--- src/rtl/shl_pkg.sv ---
`timescale 1ns/100ps
package shl_pkg;
    localparam int MIN_W     = 8;
    localparam int NUM_SIZES = 4;
    localparam int MAX_W     = MIN_W << (NUM_SIZES - 1);
    localparam int SIZE_W    = $clog2(NUM_SIZES);

    typedef enum logic [1:0] {
        MODE_SIGNED   = 2'd0,
        MODE_UNSIGNED = 2'd1,
        MODE_S2U      = 2'd2,
        MODE_ALT      = 2'd3
    } shl_mode_e;
endpackage

--- src/rtl/shl_lane_core.sv ---
`timescale 1ns/100ps
module shl_lane_core
    import shl_pkg::*;
#(
    parameter int W     = 8,
    parameter int CNT_W = 8
) (
    input  logic [W-1:0]     src,
    input  logic [CNT_W-1:0] cnt,
    input  shl_mode_e        mode,
    input  logic             round_en,
    input  logic             sat_en,
    output logic [W-1:0]     res,
    output logic             hit
);
    localparam int EW = CNT_W + 2;
    localparam logic signed [EW-1:0] POS_W  = EW'(W);
    localparam logic signed [EW-1:0] NEG_W  = -POS_W;
    localparam logic signed [EW-1:0] NEG_W1 = NEG_W - EW'(1);

    logic signed [EW-1:0] c;
    logic [EW-1:0] mag;
    logic [EW-1:0] rmag;
    logic [EW-1:0] lamt;
    logic [W-1:0]  s_tr, s_t, s_rnd;
    logic [W-1:0]  u_tr, u_t, u_rnd;
    logic [W-1:0]  lv, s_back, u_back;
    logic [W-1:0]  s_clamp, u_clamp;
    logic          fits_s, fits_u;
    logic          is_neg_cnt;

    // count widened with sign, magnitude for right shifts, raw for left
    assign c          = {{2{cnt[CNT_W-1]}}, cnt};
    assign mag        = -c;
    assign rmag       = mag - EW'(1);
    assign lamt       = c;
    assign is_neg_cnt = c[EW-1];

    // right-shift candidates
    assign s_tr  = $signed(src) >>> mag;
    assign s_t   = $signed(src) >>> rmag;
    assign s_rnd = W'($signed(s_t) >>> 1) + W'(s_t[0]);
    assign u_tr  = src >> mag;
    assign u_t   = src >> rmag;
    assign u_rnd = (u_t >> 1) + W'(u_t[0]);

    // left-shift candidate and exactness checks
    assign lv     = src << lamt;
    assign s_back = $signed(lv) >>> lamt;
    assign u_back = lv >> lamt;
    assign fits_s = (s_back == src);
    assign fits_u = (u_back == src);

    assign s_clamp = src[W-1] ? {1'b1, {(W-1){1'b0}}} : {1'b0, {(W-1){1'b1}}};
    assign u_clamp = {W{1'b1}};

    always_comb begin
        res = '0;
        hit = 1'b0;
        if (mode == MODE_S2U && sat_en && src[W-1]) begin
            res = '0;
            hit = 1'b1;
        end else if (mode == MODE_SIGNED) begin
            if (c <= NEG_W) begin
                res = round_en ? '0 : {W{src[W-1]}};
            end else if (is_neg_cnt) begin
                res = round_en ? s_rnd : s_tr;
            end else if (c < POS_W) begin
                if (fits_s || !sat_en) begin
                    res = lv;
                end else begin
                    res = s_clamp;
                    hit = 1'b1;
                end
            end else if (!sat_en || src == '0) begin
                res = '0;
            end else begin
                res = s_clamp;
                hit = 1'b1;
            end
        end else begin
            if (round_en ? (c <= NEG_W1) : (c <= NEG_W)) begin
                res = '0;
            end else if (is_neg_cnt) begin
                res = round_en ? u_rnd : u_tr;
            end else if (c < POS_W) begin
                if (fits_u || !sat_en) begin
                    res = lv;
                end else begin
                    res = u_clamp;
                    hit = 1'b1;
                end
            end else if (!sat_en || src == '0) begin
                res = '0;
            end else begin
                res = u_clamp;
                hit = 1'b1;
            end
        end
    end
endmodule

--- src/rtl/shl_sticky.sv ---
`timescale 1ns/100ps
module shl_sticky (
    input  logic clk,
    input  logic rst_n,
    input  logic clr,
    input  logic set,
    output logic flag
);
    logic flag_d, flag_q;

    always_comb begin
        flag_d = (flag_q & ~clr) | set;
    end

    always_ff @(posedge clk or negedge rst_n) begin
        if (!rst_n) flag_q <= 1'b0;
        else        flag_q <= flag_d;
    end

    assign flag = flag_q;

    // only a clear may drop the flag
    a_r10_keep_set: assert property (@(posedge clk) disable iff (!rst_n)
        (flag_q && !clr) |=> flag_q);
    // a clamp wins over a simultaneous clear
    a_r10_set_wins: assert property (@(posedge clk) disable iff (!rst_n)
        set |=> flag_q);
endmodule

--- src/rtl/sat_shift_lane.sv ---
`timescale 1ns/100ps
module sat_shift_lane
    import shl_pkg::*;
#(
    parameter int CNT_W = 8
) (
    input  logic              clk,
    input  logic              rst_n,
    input  logic              in_valid,
    input  logic [MAX_W-1:0]  src,
    input  logic [CNT_W-1:0]  shift_cnt,
    input  logic [1:0]        mode,
    input  logic [SIZE_W-1:0] size,
    input  logic              round_en,
    input  logic              sat_en,
    input  logic              sat_clr,
    output logic              out_valid,
    output logic [MAX_W-1:0]  result,
    output logic              sat_flag
);
    typedef struct packed {
        logic             vld;
        logic [MAX_W-1:0] res;
    } stage_t;

    stage_t                 stage_d, stage_q;
    shl_mode_e              mode_e;
    logic [MAX_W-1:0]       lane_res [NUM_SIZES];
    logic [NUM_SIZES-1:0]   lane_hit;
    logic [NUM_SIZES-1:0]   lane_msb;
    logic                   hit_now;
    logic                   src_msb;

    assign mode_e = shl_mode_e'(mode);

    for (genvar g = 0; g < NUM_SIZES; g++) begin : g_lane
        localparam int LW = MIN_W << g;
        logic [LW-1:0] lane_r;
        shl_lane_core #(.W(LW), .CNT_W(CNT_W)) u_core (
            .src      (src[LW-1:0]),
            .cnt      (shift_cnt),
            .mode     (mode_e),
            .round_en (round_en),
            .sat_en   (sat_en),
            .res      (lane_r),
            .hit      (lane_hit[g])
        );
        assign lane_res[g] = MAX_W'(lane_r);
        assign lane_msb[g] = src[LW-1];
    end

    assign src_msb = lane_msb[size];

    always_comb begin
        stage_d     = stage_q;
        stage_d.vld = in_valid;
        if (in_valid) stage_d.res = lane_res[size];
        hit_now     = in_valid & lane_hit[size];
    end

    always_ff @(posedge clk or negedge rst_n) begin
        if (!rst_n) stage_q <= '0;
        else        stage_q <= stage_d;
    end

    shl_sticky u_sticky (
        .clk   (clk),
        .rst_n (rst_n),
        .clr   (sat_clr),
        .set   (hit_now),
        .flag  (sat_flag)
    );

    assign out_valid = stage_q.vld;
    assign result    = stage_q.res;

    // valid tracks the accepted operation one edge later
    a_r2_valid_follow: assert property (@(posedge clk) disable iff (!rst_n)
        in_valid |=> out_valid);
    // idle cycles leave the result untouched
    a_r2_hold_result: assert property (@(posedge clk) disable iff (!rst_n)
        !in_valid |=> (!out_valid && $stable(result)));
    // a zero source shifts to zero in every mode and direction
    a_r7_zero_source: assert property (@(posedge clk) disable iff (!rst_n)
        (in_valid && src == '0) |=> (result == '0));
    // negative source into unsigned result clamps to zero
    a_r9_neg_source: assert property (@(posedge clk) disable iff (!rst_n)
        (in_valid && mode == 2'd2 && sat_en && src_msb) |=> (result == '0 && sat_flag));
    // without saturation and without a clear the flag is quiet
    a_r10_quiet: assert property (@(posedge clk) disable iff (!rst_n)
        (!sat_en && !sat_clr) |=> $stable(sat_flag));
endmodule

--- config.mk ---
export PLATFORM = sky130hd
export DESIGN_NAME = sat_shift_lane
export DESIGN_NICKNAME = d
export VERILOG_FILES = /design/src/rtl/shl_pkg.sv /design/src/rtl/shl_lane_core.sv /design/src/rtl/shl_sticky.sv /design/src/rtl/sat_shift_lane.sv
export SDC_FILE = /design/constraint.sdc
export NUM_CORES = 2
export LEC_CHECK = 0
export ABC_AREA = 1
export BUFFER_PORTS_ARGS = -buffer_cell sky130_fd_sc_hd__buf_2
export CORE_ASPECT_RATIO = 1.1
export CORE_MARGIN = 1
export CORE_UTILIZATION = 34
export CTS_CLUSTER_SIZE = 10
export DETAILED_ROUTE_END_ITERATION = 12
export GPL_ROUTABILITY_DRIVEN = 0
export RECOVER_POWER = 100
export SETUP_SLACK_MARGIN = 0.1
export SYNTH_ARGS = -nofsm -noshare
export SYNTH_HDL_FRONTEND = slang
export SYNTH_SLANG_ARGS = --single-unit
export TNS_END_PERCENT = 30
--- constraint.sdc ---
create_clock -name clk -period 0.8 [get_ports clk]
set_input_delay 0.12 -clock clk [delete_from_list [all_inputs] [get_ports clk]]
set_output_delay 0.12 -clock clk [all_outputs]
set_load 0.01 [all_outputs]
==> results of run 1 <==
[synth_stat cells, types with 66 or more instances]
| library cell | number | area share |
|---|---|---|
| nand2_1 | 4233 | 0.31 |
| nand3_1 | 1900 | 0.19 |
| nor2_1 | 870 | 0.065 |
| o21ai_0 | 791 | 0.078 |
| inv_1 | 591 | 0.044 |
| a21oi_1 | 516 | 0.051 |
| clkbuf_1 | 337 | 0.025 |
| buf_1 | 191 | 0.014 |
| buf_2 | 177 | 0.018 |
| o21ai_1 | 118 | 0.012 |
| nand4_1 | 117 | 0.014 |
| o211ai_1 | 95 | 0.014 |
| nor3_1 | 76 | 0.0075 |
| o22ai_1 | 67 | 0.0083 |
| dfrtp_1 | 66 | 0.033 |
[repair_timing]
action | CTS
gates resized for setup | 413
hold buffers | 2
setup buffers | 42
pin swaps | 102
endpoints found under the hold margin | 67
setup endpoints to repair | 131
cloned | 8
[metrics by stage]
step | hold slack, ns | std cells | instance area [um^2]
after CTS | 0.0592 | 15100 | 75000
after detailed placement | 0.111 | 15000 | 72700
after global placement | 0.118 | 15000 | 72700
after floorplan | -0.176 | 10900 | 50800
[cells by family after synthesis]
family / count (synthesis) / share of synthesized area
adder cells (fa/ha/maj): 17 / 0.00421
AND/OR/NAND/NOR: 7428 / 0.624
flip-flops: 66 / 0.0327
XOR/XNOR: 80 / 0.0139
buffers and inverters: 1405 / 0.114
multiplexers: 8 / 0.00159
AO/OA/AOI/OAI: 1878 / 0.210
==> qor.txt, run 1 <==
Status: did not finish
Last step reached: global routing (5_1_grt)
Error Message: [ERROR GRT-0183] Net net5033: the 3D maze router ran out of legal paths (heap underflow) - the net is boxed in by local congestion or blockages.
Floorplan die width: 369 um
Count of state elements after synthesis: 66
H-tree level count: 3
Buffers on Ports: 147
EDFF count, synth: 0
Cell Area, Synth: 0.0505 mm^2
Die Y-Extent: 406 um
Clock sinks: 66
Final HPWL from detailed placement: 302000 um
Effective utilization at floorplan: 0.344
# rows: 147
Most common flop cell mapped by yosys: dfrtp_1
Number of ports placed on the die boundary: 148
Syn nets: 11000
Pin count of the biggest net entering global routing: 150
Number of buffers added by the clock tree synthesis step: 9
YS warnings: 0
Yosys cell types: 77
Clock root buffer: clkbuf_16
Ys async rst share: 1.00
Largest buffer count on any clock path: 2
Register area share after synthesis: 0.0327
Synth Instances: 10900
Avg Inst Size Synth: 4.64 um^2
Pre-CTS WS: -5.16 ns
==> run 2: changes to the inputs <==
--- a/config.mk
+++ b/config.mk
@@ -7,14 +7,12 @@
 export LEC_CHECK = 0
 export ABC_AREA = 1
 export BUFFER_PORTS_ARGS = -buffer_cell sky130_fd_sc_hd__buf_2
-export CORE_ASPECT_RATIO = 1.1
 export CORE_MARGIN = 1
-export CORE_UTILIZATION = 34
-export CTS_CLUSTER_SIZE = 10
+export CORE_UTILIZATION = 20
 export DETAILED_ROUTE_END_ITERATION = 12
 export GPL_ROUTABILITY_DRIVEN = 0
+export PLACE_DENSITY_LB_ADDON = 0.15
 export RECOVER_POWER = 100
-export SETUP_SLACK_MARGIN = 0.1
 export SYNTH_ARGS = -nofsm -noshare
 export SYNTH_HDL_FRONTEND = slang
 export SYNTH_SLANG_ARGS = --single-unit
==> constraint.sdc (replaced) <==
create_clock -name clk -period 1.05 [get_ports clk]
set_input_delay 0.1575 -clock clk [delete_from_list [all_inputs] [get_ports clk]]
set_output_delay 0.1575 -clock clk [all_outputs]
set_load 0.01 [all_outputs]
==> run 2 against run 1 <==
The flow now finishes, with violations (setup timing); synthesized cell count did not move; area after synthesis unchanged.
==> qor.txt, run 2 <==
YS warnings: 0
Top library cells by usage in the layout, fill and taps aside: 4043 x nand2_1, 3017 x buf_4, 1738 x nand3_1
# placed instances: 16700
Hold Vio Cnt, Final: 0
Clock sinks: 66
Tmin final: 5.15 ns
Net count, final: 13600
Portion of netlist area occupied by mux cells: 0.00159
Maximum achievable frequency: 194 MHz
Sequential power share: 0.050
DRC violation total after the first TritonRoute iteration: 14100
Ys async rst share: 1.00
Drt drc: 0
Via/cell ratio: 5.45
Power density over the cells: 748 mW/mm^2
Xor and xnor fraction of the mapped netlist area: 0.0139
Leading cell type in the layout, fill and taps excluded: nand2_1
Number of slew-limit violations in the final report: 0
Most repeated library cell on the critical path: nand2_1
First-pass GRT wire length: 657000 um
CP Capture Type: flop
Max stage delay cell, worst path: o21ai_0
Die outline area: 0.255 mm^2
Path type of the worst min-delay path: in -> reg
Effective utilization at floorplan: 0.201
Worst vdd ir: 0.643 mV
Net switching power: 0.0363 W
Critical setup path kind: in -> reg
Cell Area, Synth: 0.0505 mm^2
R2R Setup Slk: -0.12 ns
Antenna violations before repair: 40
Number of ports placed on the die boundary: 148
Floorplan die width: 505 um
Overall power consumption: 0.0612 W
Most common flop cell mapped by yosys: dfrtp_1
Setup repair after global routing missed its margin: true
Main combinational cell family by area after synthesis: simple AND/OR/NAND/NOR gates
Crit path required time: 1.31 ns
Synth Instances: 10900
Final HPWL from detailed placement: 398000 um
Overall Global Routing Usage: 0.361
Register clock-pin slew on the reported worst setup and hold paths: 0.07 ns
Worst path max stage delay: 0.50 ns
Total number of vias: 92000
Design Area, Final: 0.0817 mm^2
Number of standard cells in the layout, taps in and fillers out: 16900
Setup WS post-layout: -4.10 ns
Final core utilization: 0.325
Register area share after synthesis: 0.0327
Yosys cell types: 77
Syn nets: 11000
Cell Int Power: 0.0248 W
Global-route congestion overflow total: 0
Switching portion of total power: 0.594
Number of global-route vias before repair: 84800
Critical Path Start Type: primary input
Number of violations of the max-capacitance limit: 0
# rows: 184
Slew at the pin closest to its max-slew limit: 1.08 ns
Avg Inst Size Synth: 4.64 um^2
Proportion of layout cells with a drive suffix above 1: 0.314
Clock group share of total power: 0.058
Worst-path fanout max: 20
Largest buffer count on any clock path: 2
Combinational power share: 0.892
Number of buffers added by the clock tree synthesis step: 9
Area overhead of the layout relative to synthesis: 61.8%
Leading cell types by total area after synthesis: nand2_1 31%, nand3_1 19%, o21ai_0 7.8%, nor2_1 6.5%, a21oi_1 5.1%
Worst clock skew: 0 ns
TritonCTS clock tree: built
Count of state elements after synthesis: 66
Die Y-Extent: 505 um
Number of flip-flops in the largest register: 64
Post-synthesis adder-cell area fraction: 0.00421
Buffers on Ports: 147
Detail-routed net length per standard cell: 28.5 um
Pin count of the biggest net entering global routing: 144
Violations in the final reports: setup timing
Dominant cell type by area after synthesis: nand2_1
Commonest cells in the synthesized netlist: 4233 x nand2_1, 1900 x nand3_1, 870 x nor2_1
# setup viols final: 115
Remaining number of nets flagged by the antenna check after routing: 0
Area share of the leading cell type in the synthesized netlist: 0.315
EDFF count, synth: 0
Static leakage: 40.9 nW
H-tree level count: 3
Remaining max-slew budget at the tightest pin: 0.270
Fraction of the mapped netlist area in compound gates: 0.210
Clock root buffer: clkbuf_16
Basic-gate share of the synthesized area counting and, or, nand and nor cells: 0.624
Placeable core area: 0.251 mm^2
Routed WL: 481000 um
Clock latency reported for the late side of the worst-skew pair: 0.36 ns
Status: complete, but fails checks
Library cell with the highest instance count after synthesis: nand2_1
Period Utilization, post-route: 4.90
Arrival @ worst endpoint: 5.41 ns
Placed inst area: 0.0773 mm^2
First-pass DRT Iterations: 7
[run 2: cell counts after synthesis]
No cell type changed its count.
[run 2: layout make-up]
type                            instances  area (um^2)
Timing Repair Buffer                 3352        27000
Sequential cell                        66         1650
Clock inverter                          6         90.1
Antenna cell                           17         42.5
Tap cell                             3348         4190
Inverter                              653         2520
Clock buffer                           10          229
Fill cell                           29400       169000
Multi-Input combinational cell       9411        46000
[run 2: worst paths after layout]
| check | from | to | depth (start not counted) |
|---|---|---|---|
| worst max-delay path | shift_cnt[6] | result[4] | 32 |
| worst min-delay path | sat_clr | u_sticky.flag | 4 |
| worst max register to register | result[9] | result[9] | 4 |
| worst min register to register | result[43] | result[43] | 2 |
| max in group asynchronous | rst_n | result[25] | 3 |
| min in group asynchronous | rst_n | result[32] | 2 |
[run 2: routing by layer]
metal	share of wire	global-route usage
met5	0.00035	0
met1	0.38	0.437
met2	0.40	0.519
met3	0.12	0.103
met4	0.11	0.314
[run 2: cells by family after synthesis]
family,count (synthesis)
XOR/XNOR,80
AND/OR/NAND/NOR,7428
flip-flops,66
adder cells (fa/ha/maj),17
multiplexers,8
AO/OA/AOI/OAI,1878
buffers and inverters,1405
[run 2: worst max-delay path: cells and delay by family]
family | cells | cell delay (ns)
buf+inv | 10 | 1.72
simple gates | 14 | 1.23
compound gates | 8 | 2.26
[run 2: power by group through the flow]
stage,Sequential (W),Clock (W),Combinational (W)
global route,0.00308,0.00367,0.0564
detailed placement,0.00311,0,0.0495
floorplan,0.00308,0,0.0208
finish,0.00305,0.00354,0.0546
CTS,0.00307,0.00355,0.0511
global placement,0.00312,0,0.0496
[run 2: timing repair]
action	in CTS	in global routing
setup buffers	54	33
hold buffers	2	0
gates cloned	11	3
gates resized for setup	527	337
endpoints found under the setup margin	123	129
pin swaps	126	89
hold endpoints to repair	31	0
[run 2: through the flow]
stage,hold slack [ns],TNS [ns],setup WS [ns]
finish,0.0301,-259.20,-4.10
detailed placement,0.0824,-306.42,-4.88
CTS,0.0290,-250.19,-3.89
global route,0.0460,-270.75,-4.21
floorplan,-0.138,-278.12,-4.46
global placement,0.0848,-304.31,-4.89
Power figures use the tool's default switching activity.
